==> config.mk <==
export PLATFORM = sky130hd
export DESIGN_NAME = alu8_flags
export DESIGN_NICKNAME = d
export VERILOG_FILES = /design/src/rtl/alu8_pkg.sv /design/src/rtl/alu8_addsub.sv /design/src/rtl/alu8_logic.sv /design/src/rtl/alu8_mul.sv /design/src/rtl/alu8_flags.sv
export SDC_FILE = /design/constraint.sdc
export NUM_CORES = 1
export LEC_CHECK = 0
export BUFFER_PORTS_ARGS = -buffer_cell sky130_fd_sc_hd__buf_4
export CAP_MARGIN = 40
export CORE_AREA = 2 2 133 135
export DETAILED_ROUTE_END_ITERATION = 10
export DIE_AREA = 0 0 135 137
export GPL_TIMING_DRIVEN = 0
export SLEW_MARGIN = 5
export SYNTH_ARGS = -nofsm -noshare
export SYNTH_HDL_FRONTEND = slang
export SYNTH_SLANG_ARGS = --single-unit
==> constraint.sdc <==
create_clock -name clk -period 5.5 [get_ports clk]
set_input_delay 0.55 -clock clk [delete_from_list [all_inputs] [get_ports clk]]
set_output_delay 0.55 -clock clk [all_outputs]
set_load 0.01 [all_outputs]
==> src/rtl/alu8_pkg.sv <==
// Shared definitions for the eight-bit ALU: operation codes, flag bit
// positions and data widths. Assumes the decoder upstream emits these codes.
package alu8_pkg;
    localparam int DW = 8;
    localparam int PW = 2 * DW;
    localparam int FW = 6;

    localparam int F_C  = 0;
    localparam int F_Z  = 1;
    localparam int F_N  = 2;
    localparam int F_V  = 3;
    localparam int F_H  = 4;
    localparam int F_IE = 5;

    typedef enum logic [3:0] {
        OP_ADD  = 4'd0,
        OP_ADC  = 4'd1,
        OP_NEG  = 4'd2,
        OP_AND  = 4'd3,
        OP_ANDI = 4'd4,
        OP_XOR  = 4'd5,
        OP_INC  = 4'd6,
        OP_CMP  = 4'd7,
        OP_TST  = 4'd8,
        OP_MULU = 4'd9,
        OP_MULS = 4'd10
    } alu_op_e;

    localparam logic [3:0] OP_LAST = 4'd10;
endpackage

==> src/rtl/alu8_addsub.sv <==
// Shared adder/subtractor. With sub=1 it computes a-b-cin using the
// inverted operand, and reports carry as a borrow. Assumes W >= 5.
module alu8_addsub #(
    parameter int W = 8
) (
    input  logic [W-1:0] a,
    input  logic [W-1:0] b,
    input  logic         cin,
    input  logic         sub,
    output logic [W-1:0] sum,
    output logic         c_out,
    output logic         h_out,
    output logic         v_out
);
    localparam int NIB = 4;

    logic [W-1:0] b_eff;
    logic         c_in_eff;
    logic [W:0]   full;
    logic [NIB:0] low;

    // Form the effective operand and the carry-in for add or subtract.
    always_comb begin
        b_eff    = sub ? ~b : b;
        c_in_eff = sub ? ~cin : cin;
        full     = {1'b0, a} + {1'b0, b_eff} + {{W{1'b0}}, c_in_eff};
        low      = {1'b0, a[NIB-1:0]} + {1'b0, b_eff[NIB-1:0]} + {{NIB{1'b0}}, c_in_eff};
        sum      = full[W-1:0];
        c_out    = full[W] ^ sub;
        h_out    = low[NIB] ^ sub;
        v_out    = (a[W-1] == b_eff[W-1]) && (full[W-1] != a[W-1]);
    end
endmodule

==> src/rtl/alu8_logic.sv <==
// Bitwise unit: AND when use_xor=0, XOR when use_xor=1. Purely combinational.
module alu8_logic #(
    parameter int W = 8
) (
    input  logic [W-1:0] a,
    input  logic [W-1:0] b,
    input  logic         use_xor,
    output logic [W-1:0] y
);
    // Select the bitwise function.
    always_comb y = use_xor ? (a ^ b) : (a & b);
endmodule

==> src/rtl/alu8_mul.sv <==
// W x W multiplier with a 2W-bit product. SIGNED picks two's-complement
// operands; otherwise the operands are unsigned.
module alu8_mul #(
    parameter int W      = 8,
    parameter bit SIGNED = 1'b0
) (
    input  logic [W-1:0]   a,
    input  logic [W-1:0]   b,
    output logic [2*W-1:0] p
);
    localparam int PW = 2 * W;

    generate
        if (SIGNED) begin : g_signed
            logic signed [PW-1:0] sa, sb, sp;
            // Sign-extend and multiply.
            always_comb begin
                sa = {{W{a[W-1]}}, a};
                sb = {{W{b[W-1]}}, b};
                sp = sa * sb;
                p  = sp;
            end
        end else begin : g_unsigned
            logic [PW-1:0] ua, ub;
            // Zero-extend and multiply.
            always_comb begin
                ua = {{W{1'b0}}, a};
                ub = {{W{1'b0}}, b};
                p  = ua * ub;
            end
        end
    endgenerate
endmodule

==> src/rtl/alu8_flags.sv <==
// Top of the ALU: decodes the operation code, steers the shared adder,
// logic unit and two multipliers, and holds the six-bit status register.
// Outputs are registered: one cycle of latency. Assumes the core applies
// an operation only when the previous flags should be used.
module alu8_flags
    import alu8_pkg::*;
(
    input  logic          clk,
    input  logic          rst_n,
    input  logic          op_valid,
    input  logic [3:0]    op_sel,
    input  logic [DW-1:0] dst_opnd,
    input  logic [DW-1:0] src_opnd,
    input  logic [DW-1:0] imm_val,
    input  logic          ie_wr,
    input  logic          ie_data,
    output logic          res_valid,
    output logic [DW-1:0] result,
    output logic          wb_en,
    output logic [PW-1:0] product,
    output logic [FW-1:0] flags
);
    logic [DW-1:0] as_a, as_b, as_sum;
    logic          as_cin, as_sub, as_c, as_h, as_v;
    logic [DW-1:0] lg_b, lg_y;
    logic          lg_xor;
    logic [PW-1:0] mul_p [2];

    logic          accept;
    logic [DW-1:0] nxt_res;
    logic [PW-1:0] nxt_prod;
    logic          nxt_wb, nxt_mul;
    logic [FW-1:0] nxt_flags;

    logic [FW-1:0] flags_q;
    logic [DW-1:0] result_q;
    logic [PW-1:0] product_q;
    logic          wb_q, valid_q, last_mul_q;

    alu8_addsub #(.W(DW)) u_addsub (
        .a(as_a), .b(as_b), .cin(as_cin), .sub(as_sub),
        .sum(as_sum), .c_out(as_c), .h_out(as_h), .v_out(as_v)
    );

    alu8_logic #(.W(DW)) u_logic (
        .a(dst_opnd), .b(lg_b), .use_xor(lg_xor), .y(lg_y)
    );

    genvar gi;
    generate
        for (gi = 0; gi < 2; gi++) begin : g_mul
            alu8_mul #(.W(DW), .SIGNED(gi == 1)) u_mul (
                .a(dst_opnd), .b(src_opnd), .p(mul_p[gi])
            );
        end
    endgenerate

    // Operation decode: steer operands and build next result and flags.
    always_comb begin
        accept    = op_valid && (op_sel <= OP_LAST);
        as_a      = dst_opnd;
        as_b      = src_opnd;
        as_cin    = 1'b0;
        as_sub    = 1'b0;
        lg_b      = src_opnd;
        lg_xor    = 1'b0;
        nxt_res   = '0;
        nxt_prod  = '0;
        nxt_wb    = 1'b0;
        nxt_mul   = 1'b0;
        nxt_flags = flags_q;
        if (accept) begin
            case (alu_op_e'(op_sel))
                OP_ADD, OP_ADC, OP_CMP, OP_NEG: begin
                    as_cin = (op_sel == OP_ADC) ? flags_q[F_C] : 1'b0;
                    as_sub = (op_sel == OP_CMP) || (op_sel == OP_NEG);
                    if (op_sel == OP_NEG) begin
                        as_a = '0;
                        as_b = dst_opnd;
                    end
                    nxt_res        = as_sum;
                    nxt_wb         = (op_sel != OP_CMP);
                    nxt_flags[F_C] = as_c;
                    nxt_flags[F_H] = as_h;
                    nxt_flags[F_V] = as_v;
                end
                OP_INC: begin
                    as_b           = DW'(1);
                    nxt_res        = as_sum;
                    nxt_wb         = 1'b1;
                    nxt_flags[F_V] = as_v;
                end
                OP_AND, OP_ANDI, OP_XOR, OP_TST: begin
                    lg_b           = (op_sel == OP_ANDI) ? imm_val :
                                     (op_sel == OP_TST)  ? dst_opnd : src_opnd;
                    lg_xor         = (op_sel == OP_XOR);
                    nxt_res        = lg_y;
                    nxt_wb         = (op_sel != OP_TST);
                    nxt_flags[F_V] = 1'b0;
                end
                default: begin
                    nxt_mul        = 1'b1;
                    nxt_prod       = (op_sel == OP_MULS) ? mul_p[1] : mul_p[0];
                    nxt_res        = nxt_prod[DW-1:0];
                    nxt_wb         = 1'b1;
                    nxt_flags[F_C] = nxt_prod[PW-1];
                end
            endcase
            if (!nxt_mul) begin
                nxt_flags[F_Z] = (nxt_res == '0);
                nxt_flags[F_N] = nxt_res[DW-1];
            end else begin
                nxt_flags[F_Z] = (nxt_prod == '0);
            end
        end
        nxt_flags[F_IE] = ie_wr ? ie_data : flags_q[F_IE];
    end

    // Status register and registered outputs, synchronous active-low reset.
    always_ff @(posedge clk) begin
        if (!rst_n) begin
            flags_q    <= '0;
            result_q   <= '0;
            product_q  <= '0;
            wb_q       <= 1'b0;
            valid_q    <= 1'b0;
            last_mul_q <= 1'b0;
        end else begin
            flags_q    <= nxt_flags;
            valid_q    <= accept;
            wb_q       <= nxt_wb;
            last_mul_q <= nxt_mul;
            if (accept) begin
                result_q  <= nxt_res;
                product_q <= nxt_prod;
            end
        end
    end

    assign flags     = flags_q;
    assign result    = result_q;
    assign product   = product_q;
    assign wb_en     = wb_q;
    assign res_valid = valid_q;

    // Compare and test never request a write-back.
    assert_cmp_tst_no_wb_R3: assert property (@(posedge clk) disable iff (!rst_n)
        (op_valid && (op_sel == OP_CMP || op_sel == OP_TST)) |=> (res_valid && !wb_en));

    // Test and logical ops clear overflow; test keeps carry.
    assert_logic_clears_v_R6: assert property (@(posedge clk) disable iff (!rst_n)
        (op_valid && (op_sel == OP_AND || op_sel == OP_ANDI || op_sel == OP_XOR || op_sel == OP_TST))
        |=> (!flags[F_V] && flags[F_C] == $past(flags[F_C])));

    // Increment leaves carry as it was.
    assert_inc_keeps_c_R7: assert property (@(posedge clk) disable iff (!rst_n)
        (op_valid && op_sel == OP_INC) |=> (flags[F_C] == $past(flags[F_C])));

    // Zero and negative track the 8-bit result of non-multiply operations.
    assert_zn_match_R1: assert property (@(posedge clk) disable iff (!rst_n)
        (res_valid && !last_mul_q) |-> (flags[F_Z] == (result == '0) && flags[F_N] == result[DW-1]));

    // Multiply carry comes from product bit 15.
    assert_mul_carry_R8: assert property (@(posedge clk) disable iff (!rst_n)
        (res_valid && last_mul_q) |-> (flags[F_C] == product[PW-1] && flags[F_Z] == (product == '0)));

    // Interrupt-enable follows its write port.
    assert_ie_write_R9: assert property (@(posedge clk) disable iff (!rst_n)
        ie_wr |=> (flags[F_IE] == $past(ie_data)));

    // Operations never touch interrupt-enable.
    assert_ie_hold_R9: assert property (@(posedge clk) disable iff (!rst_n)
        !ie_wr |=> $stable(flags[F_IE]));

    // No accepted operation: no result and arithmetic flags hold.
    assert_idle_hold_R11: assert property (@(posedge clk) disable iff (!rst_n)
        !(op_valid && op_sel <= OP_LAST) |=> (!res_valid && !wb_en && $stable(flags[F_H:F_C])));
endmodule

==> key figures <==
Yosys
  – FFs w/ async S/R, synth: 0
  – Adder-Cell Fraction of Synth Area: 0.396
  – Largest family of logic cells by synthesized area: adder cells
  – Synth area leaders: fa_1, ha_1, dfxtp_1
  – Synth Area in XOR/XNOR: 0.0536
  – Post-synth design cell area: roughly 6700 um2
  – Number of synthesized flops with an enable pin: 0
  – Post-synthesis compound-gate area fraction: 0.142
  – Cell accounting for the most synthesized area: fa_1
  – Ys flop type: dfxtp_1
  – Post-Syn Instances: 825
  – Synth Area in Simple Gates: 0.178
  – Synth top area share: 0.260
  – Post-Syn Nets: between 1000 and 1500
  – Register area share after synthesis: 0.0956
  – Yosys synthesis warning count: 0
  – Netlist cell types: 64
  – Avg Cell Area, Syn: 8.12 um2
  – Mux cell area share after synthesis: 0.0269
  – Yosys reg bits: 32

GRT
  – Number of global-route vias before repair: 5844
  – First-pass GRT wire length: 29600 um
  – Congestion Overflow GR: 0
  – Largest net degree at the start of global routing: 14
  – Initial antenna violation count: 0
  – Gr usage total: 0.204

Final layout
  – Antenna diode count: 0
  – Layout overhead on the synthesized area: 13.4%
  – Post-layout net count: around 1100
  – Share of cells above drive strength 1: 0.117
  – Post-route insts no fill: 1109
  – Final design utilization: 0.445

Power and ir drop
  – Static Leak: 3.77 nW
  – Pwr Total: roughly 0.0024 W
  – Pwr Density: 320 nW/um2
  – Peak supply drop: 0.000215 V

Detailed routing
  – DRT antenna net count: 0
  – Routed WL: 17700 um
  – Vias post-DR: about 5600
  – First DRT Iteration DRCs: 239
  – Drt first pass iters: 4
  – Vias/cell: 5.01
  – Wirelength per Cell: 16.0 um
  – DR DRC count: 0

STA
  – Final count of hold timing violations: 0
  – Fin. max-slew vios: 0
  – FMAX: a little under 200 MHz
  – Worst Tran Pin Value: around 0.80 ns
  – Final Critical Period: 5.20 ns
  – RSZ-0062 raised after global routing: no
  – Setup-failing EPs final: 0
  – Clock Skew: 0.00383 ns
  – Tcrit/Tclk final: 0.945
  – Slew headroom: 0.465

Clocking
  – CTS Sinks: 32
  – CTS buffer count: 5
  – Clock transition at path regs: ~0.05 ns
  – Post-CTS setup buffers: 0
  – Clock Latency Late Sink: between 0.2 and 0.3 ns
  – CTS tree: done
  – Cts hold-fix bufs: 0
  – Clk buf depth: 2
  – H-tree depth: 2
  – Root Driver: clkbuf_16
  – Post-CTS resize count: 2

Die
  – Die Y: 137 um
  – Core footprint: 17100 um2
  – Die ar.: around 18000 um2
  – IO Pins: 65
  – Die W: 135 um
  – Rows: 48
  – Initial Util: 0.393

Place
  – Cells after DPL: about 1100
  – PortBufs: 60
  – Routability Congestion: just under 0.9
  – Hpwl dp: 14900 um

Worst setup path
  – Crit start category: input pin
  – Critical path data arrival time: 5.38 ns
  – Crit-path max FO: 8
  – Crit Path Class: in2reg
  – Critical Path End Type: flop
  – Worst Path Required: 5.68 ns

Hold path
  – Hold Path Class: reg2reg

Run status
  – Status: completed

Run
  – Max_cap viols: 0
## sequential cells by signal (all words and copies together) (netlist names)
register / flops
result: 8
res_valid: 1
flags: 6
wb_en: 1
product: 16
## cells in the final DEF, fill, tap and decap left out, types with 9 or more instances in the layout
cell type  netlist  final
nor3_1          13     13
fa_1            87     87
nand3_1         10     10
dfxtp_1         32     32
buf_4            0     60
xnor2_1         27     27
buf_2            9      9
clkbuf_1        26     13
a21oi_1         47     47
xor2_1          14     14
ha_1            73     73
a211oi_1        13     12
inv_1          151    151
and2_1          47     47
o22ai_1         10     10
mux2i_1         12     12
o21ai_0         10     10
nand2_1         77     77
nor2_1          66     66
## report_power, final
part           total [W]  switching, W  internal, W
Clock           0.000313      0.000100     0.000212
Combinational    0.00185       0.00105     0.000798
Sequential      0.000267     0.0000124     0.000255
## area by class of cell
type	count	area, um2
clock inverter	3	42.5
timing repair buffer	60	450
inverter	154	578
buffer	27	119
sequential	32	641
fill	1790	9460
multi-input combinational	603	5360
clock buffer	5	125
tap	225	282
## cells in the mapped netlist (all sizes together), types with 4 or more instances
library cell,number
o211ai,4
a31oi,4
nor3,14
nand2b,5
nand3,11
o21ai,19
buf,10
clkbuf,26
xor2,14
mux2,5
mux2i,12
nand2,77
and2,47
o21bai,4
a21oi,47
a211oi,14
ha,73
inv,152
dfxtp,32
nor2b,5
o21a,7
xnor2,27
nor2,66
o22ai,10
or3,5
nor4,4
a21o,8
fa,87
## final timing paths
| check | from | end | slack, ns | depth (start not counted) |
|---|---|---|---|---|
| worst max-delay path | src_opnd[7] | flags[1] | 0.30 | 20 |
| worst max register to register | flags[0] | flags[0] | 2.13 | 14 |
| worst min-delay path | product[9] | product[9] | 0.45 | 2 |
| worst min register to register | product[9] | product[9] | 0.45 | 2 |
## per-stage QoR
stage          setup TNS (ns)  setup slack [ns]  hold slack (ns)  area [um2]
2_1_floorplan               0             0.378            0.476        6700
3_3_place_gp            -1.93            -0.386            0.444        7430
3_5_place_dp            -2.29            -0.416            0.449        7430
4_1_cts                     0           0.00912            0.457        7580
5_1_grt                     0           0.00769            0.479        7600
6_report                    0             0.303            0.454        7600
## worst max-delay path, cell delays in order
cell      delay [ns]
buf_4           0.12
clkinv_1        0.21
nor2_1          0.10
fa_1            0.54
inv_1           0.05
fa_1            0.51
inv_1           0.06
fa_1            0.53
inv_1           0.05
fa_1            0.52
inv_1           0.04
ha_1            0.35
a21oi_1         0.16
nor2b_1         0.06
a311o_1         0.37
a31oi_2         0.26
o21ai_1         0.11
xor2_1          0.16
a22o_1          0.30
o41ai_2         0.31
## routing by layer
layer	vias to the layer above	global-route usage	routed length, um
met2	115	0.347	8430
met1	2653	0.283	7860
met5	-	0	0
met3	13	0.0270	1210
met4	0	0.0295	197
li1	2771	-	-
## logic make-up (layout without fill, tap and decap cells)
logic type,after synthesis,in the layout
compound gates,141,141
xor+xnor,41,41
fa+ha+maj,160,160
flops,32,32
mux,17,17
buf+inv,190,249
simple gates,244,244
No activity file was read; power rests on OpenSTA's default activity.
